File: config.mk
export PLATFORM = sky130hd
export DESIGN_NAME = io_dir_arbiter
export DESIGN_NICKNAME = d
export VERILOG_FILES = /design/src/rtl/io_dir_arbiter.sv
export SDC_FILE = /design/constraint.sdc
export NUM_CORES = 1
export LEC_CHECK = 0
export BUFFER_PORTS_ARGS = -buffer_cell sky130_fd_sc_hd__buf_4
export CAP_MARGIN = 0
export CELL_PAD_IN_SITES_DETAIL_PLACEMENT = 1
export CELL_PAD_IN_SITES_GLOBAL_PLACEMENT = 1
export CORE_UTILIZATION = 24
export CTS_BUF_LIST = sky130_fd_sc_hd__clkbuf_2
export CTS_CLUSTER_DIAMETER = 30
export CTS_CLUSTER_SIZE = 30
export DETAILED_ROUTE_END_ITERATION = 8
export GPL_ROUTABILITY_DRIVEN = 0
export PLACE_DENSITY_LB_ADDON = 0.1
export SYNTH_ARGS = -nofsm -noshare
export SYNTH_HDL_FRONTEND = slang
export SYNTH_SLANG_ARGS = --single-unit
File: constraint.sdc
create_clock -name clk -period 0.9 [get_ports clk]
set_input_delay 0.045 -clock clk [delete_from_list [all_inputs] [get_ports clk]]
set_output_delay 0.045 -clock clk [all_outputs]
set_load 0.02 [all_outputs]
File: src/rtl/io_dir_arbiter.sv
module io_dir_arbiter #(
  parameter int NUM_PAIRS   = 3,
  parameter int SYNC_STAGES = 2
) (
  input  logic                 clk,
  input  logic                 rst_n,
  input  logic                 arb_en,
  input  logic                 rx_en,
  input  logic [NUM_PAIRS-1:0] host_in,
  input  logic [NUM_PAIRS-1:0] card_in,
  output logic [NUM_PAIRS-1:0] host_drv_lo,
  output logic [NUM_PAIRS-1:0] card_drv_lo
);

  typedef enum logic [1:0] {NEUTRAL, HOST_LEADS, CARD_LEADS} dir_t;

  logic active;
  assign active = arb_en & rx_en;

  for (genvar i = 0; i < NUM_PAIRS; i++) begin : g_pair
    logic [SYNC_STAGES:0] hs, cs;
    logic host_fall, host_rise, card_fall, card_rise;
    dir_t dir;

    always_ff @(posedge clk or negedge rst_n) begin
      if (!rst_n) begin
        hs <= '1;
        cs <= '0;
      end else begin
        hs <= {hs[SYNC_STAGES-1:0], host_in[i]};
        cs <= {cs[SYNC_STAGES-1:0], card_in[i]};
      end
    end

    assign host_fall =  hs[SYNC_STAGES] & ~hs[SYNC_STAGES-1];
    assign host_rise = ~hs[SYNC_STAGES] &  hs[SYNC_STAGES-1];
    assign card_fall =  cs[SYNC_STAGES] & ~cs[SYNC_STAGES-1];
    assign card_rise = ~cs[SYNC_STAGES] &  cs[SYNC_STAGES-1];

    always_ff @(posedge clk or negedge rst_n) begin
      if (!rst_n)       dir <= NEUTRAL;
      else if (!active) dir <= NEUTRAL;
      else begin
        case (dir)
          NEUTRAL:    if (host_fall) dir <= HOST_LEADS;
                      else if (card_fall) dir <= CARD_LEADS;
          HOST_LEADS: if (host_rise) dir <= NEUTRAL;
          CARD_LEADS: if (card_rise) dir <= NEUTRAL;
          default:    dir <= NEUTRAL;
        endcase
      end
    end

    assign card_drv_lo[i] = ~rx_en | (active & (dir == HOST_LEADS));
    assign host_drv_lo[i] = active & (dir == CARD_LEADS);
  end

endmodule

==> run_results.csv <==
group,metric,value,unit
die,die_x,60.57,um
clock_network,clockBufferDepth,2,
routing,route.met3.wl,69,um
synth,synth-seq-area-share,74.32,%
power,seqPwrFrac,64.6,%
layout,layout-drive-gt1-share,60.20,%
run,maxCapViolations,0,
worst_setup_path,worstPathRequired,0.85,ns
worst_setup_path,cp-end-kind,"primary output",
synth,synthAdderAreaFrac,0,%
timing,setup_viol,12,
clock_network,path_clk_slew,0.22,ns
layout,num-nets-final,109,
worst_hold_path,hp-class,"in -> async",
synth,yosys-mux-area-fraction,0,%
outcome,status,"finished, violations left",
timing,maxSlewViolCount,0,
synth,ys_seq_elements,24,
grt,grt_pass1_wl,2746,um
die,ioPinCount,16,
worst_setup_path,r2r_slack,-0.15,ns
layout,mostFrequentLayoutCells,"23 x buf_4, 13 x dfrtp_1, 12 x dlygate4sd3_1",
place,numPortBuffers,15,
synth,yosysWarningCount,0,
worst_setup_path,ff2ff_path_depth,3,
layout,stdcell_count,142,
timing,hold_violations,0,
power,power_leakage,0.5546,nW
layout,diodes,0,
grt,antenna_found_initial,0,
synth,netlist_area,823.3,um^2
timing,fin_skew,0.01998,ns
die,num_rows,20,
synth,syn_area_per_cell,14.19,um^2
worst_setup_path,crit_path_start_kind,"flip-flop",
timing,setup_ws,-0.2525,ns
synth,ys_types,11,
worst_setup_path,worstPathArrival,1.11,ns
place,place_area,0.001026,mm^2
layout,final_cell_area,0.001282,mm^2
clock_network,cts_sinks,24,
timing,period_share,128.1,%
power,power.share.switching,23.71,%
synth,synth-xor-area-share,0,%
routing,top_layer,"met4",
clock_network,insertion_delay,0.33,ns
worst_setup_path,path_class,"reg -> out",
routing,drc,0,
die,start_util,26.11,%
worst_setup_path,path_max_fanout,3,
timing,max_freq,867.7,MHz
place,place_inst,117,
die,design.core.area,0.003153,mm^2
worst_setup_path,r2r-end,"g_pair[1].dir[1]",
routing,antenna_left,0,
outcome,violations,"negative setup slack",
worst_setup_path,rr_startpoint,"g_pair[1].hs[1]",
grt,gr-total-overflow,0,
routing,wl_met2,749,um
clock_network,cts_root_buffer,"clkbuf_2",
power,p_switching,0.0004317,W
power,power_frac_comb,12.2,%
grt,grt_start_max_net_pins,25,
layout,layout_commonest_cell,"buf_4",
synth,syn-num-nets,68,
grt,grt_pass1_vias,642,
layout,fillCellCount,352,
routing,num_vias,579,
clock_network,cts_tree,"done",
place,dpl.hpwl,933.6,um
timing,rsz0062_at_grt,"true",
synth,synth_compound_area_share,11.55,%
clock_network,htreeDepth,1,
synth,syn_inst,58,
power,power.total,0.001820,W
timing,slew_headroom,79.78,%
layout,final_util,40.67,%
power,powerDensity,1419,mW/mm^2
timing,worst_pin_slew,0.3033,ns
routing,viasPerCell,4.077,
routing,first_pass_iters,2,
layout,syn_to_final_growth,55.78,%
grt,grt.total_usage,10.48,%
die,fp.dieH,60.57,um
power,p_int,0.001389,W
routing,drt_wl_total,1552,um
synth,synth_top_family_by_area,"simple AND/OR/NAND/NOR gates",
synth,synth-simple-area-share,12.31,%
power,ir_worst_vdd,429.3,uV
die,dieArea,0.003669,mm^2
routing,m1WireLength,708,um
clock_network,cts_made_buffers,3,
power,power_frac_clock,23.2,%
routing,first_iter_violations,16,
timing,layout_min_cycle_time,1.152,ns
routing,wl_per_cell,10.93,um
==> synthesized netlist by cell type (all sizes together) <==
| cell | count | share of area (%) |
|---|---|---|
| nand2 | 6 | 3.6 |
| a211oi | 6 | 5.5 |
| dfrtp | 15 | 46 |
| o21bai | 2 | 1.8 |
| nand2b | 3 | 2.3 |
| o21ai | 7 | 4.3 |
| dfstp | 9 | 29 |
| inv | 4 | 1.8 |
| nand3 | 3 | 1.8 |
| nor3b | 3 | 4.6 |
==> critical path, stage by stage (launching register included) <==
cell	delay, ns
dfrtp_2	0.47
nor3b_2	0.15
buf_4	0.16
==> how the worst max path moves through the flow <==
stage	startpoint	end	slack [ns]
after floorplan	g_pair[1].hs[1]	g_pair[1].dir[1]	-0.06
after global placement	g_pair[1].hs[1]	g_pair[1].dir[1]	-0.08
after detailed placement	g_pair[1].hs[1]	g_pair[1].dir[1]	-0.15
after CTS	g_pair[2].dir[0]	host_drv_lo[2]	-0.30
after global routing	g_pair[2].dir[0]	host_drv_lo[2]	-0.35
final	g_pair[2].dir[0]	host_drv_lo[2]	-0.25
==> per-stage QoR <==
step / TNS, ns / setup WS, ns / hold WS (ns)
final: -1.798 / -0.2525 / 0.09974
after global routing: -2.744 / -0.3504 / 0.08046
after CTS: -2.137 / -0.2958 / 0.002247
after detailed placement: -0.3250 / -0.1528 / -0.03441
after global placement: -0.1798 / -0.07995 / -0.03734
after floorplan: -0.1315 / -0.05879 / -0.2506
==> state kept, by name (all words and copies together) (netlist names) <==
register / flops
g_pair.dir: 6
g_pair.cs: 9
g_pair.hs: 9
==> what timing repair did <==
action / CTS / global route
endpoints found under the setup margin: 12 / 12
hold endpoints to repair: 32 / 1
pin swaps: 4 / 5
hold buffers: 11 / 1
buffers inserted: 9 / 0
gates resized for setup: 6 / 9
==> power by group through the flow <==
| stage | Clock [W] | Sequential, W | Combinational [W] |
|---|---|---|---|
| floorplan | 0 | 0.00119 | 0.0000615 |
| global placement | 0 | 0.00119 | 0.000138 |
| detailed placement | 0 | 0.00120 | 0.000140 |
| CTS | 0.000464 | 0.00117 | 0.000209 |
| global route | 0.000513 | 0.00119 | 0.000246 |
| finish | 0.000422 | 0.00118 | 0.000222 |
==> layout make-up <==
cell class | count | area (um^2) | area share, %
tap | 44 | 55.05 | 4.293
clock buffer | 4 | 20.02 | 1.561
inverter | 4 | 15.01 | 1.171
multi-input combinational | 30 | 274.0 | 21.37
sequential | 24 | 614.3 | 47.90
timing repair buffer | 36 | 304.0 | 23.71
==> per-layer routing <==
metal  vias up  GRT usage (%)
met5         -              0
met4         0          6.818
met3         4          1.919
met2        14          17.27
met1       280          12.57
li1        281              -
==> kinds of logic after synthesis <==
kind of cell	after synthesis
compound gates	15
buf+inv	4
flops	24
simple gates	15
No activity file was read; power rests on OpenSTA's default activity.
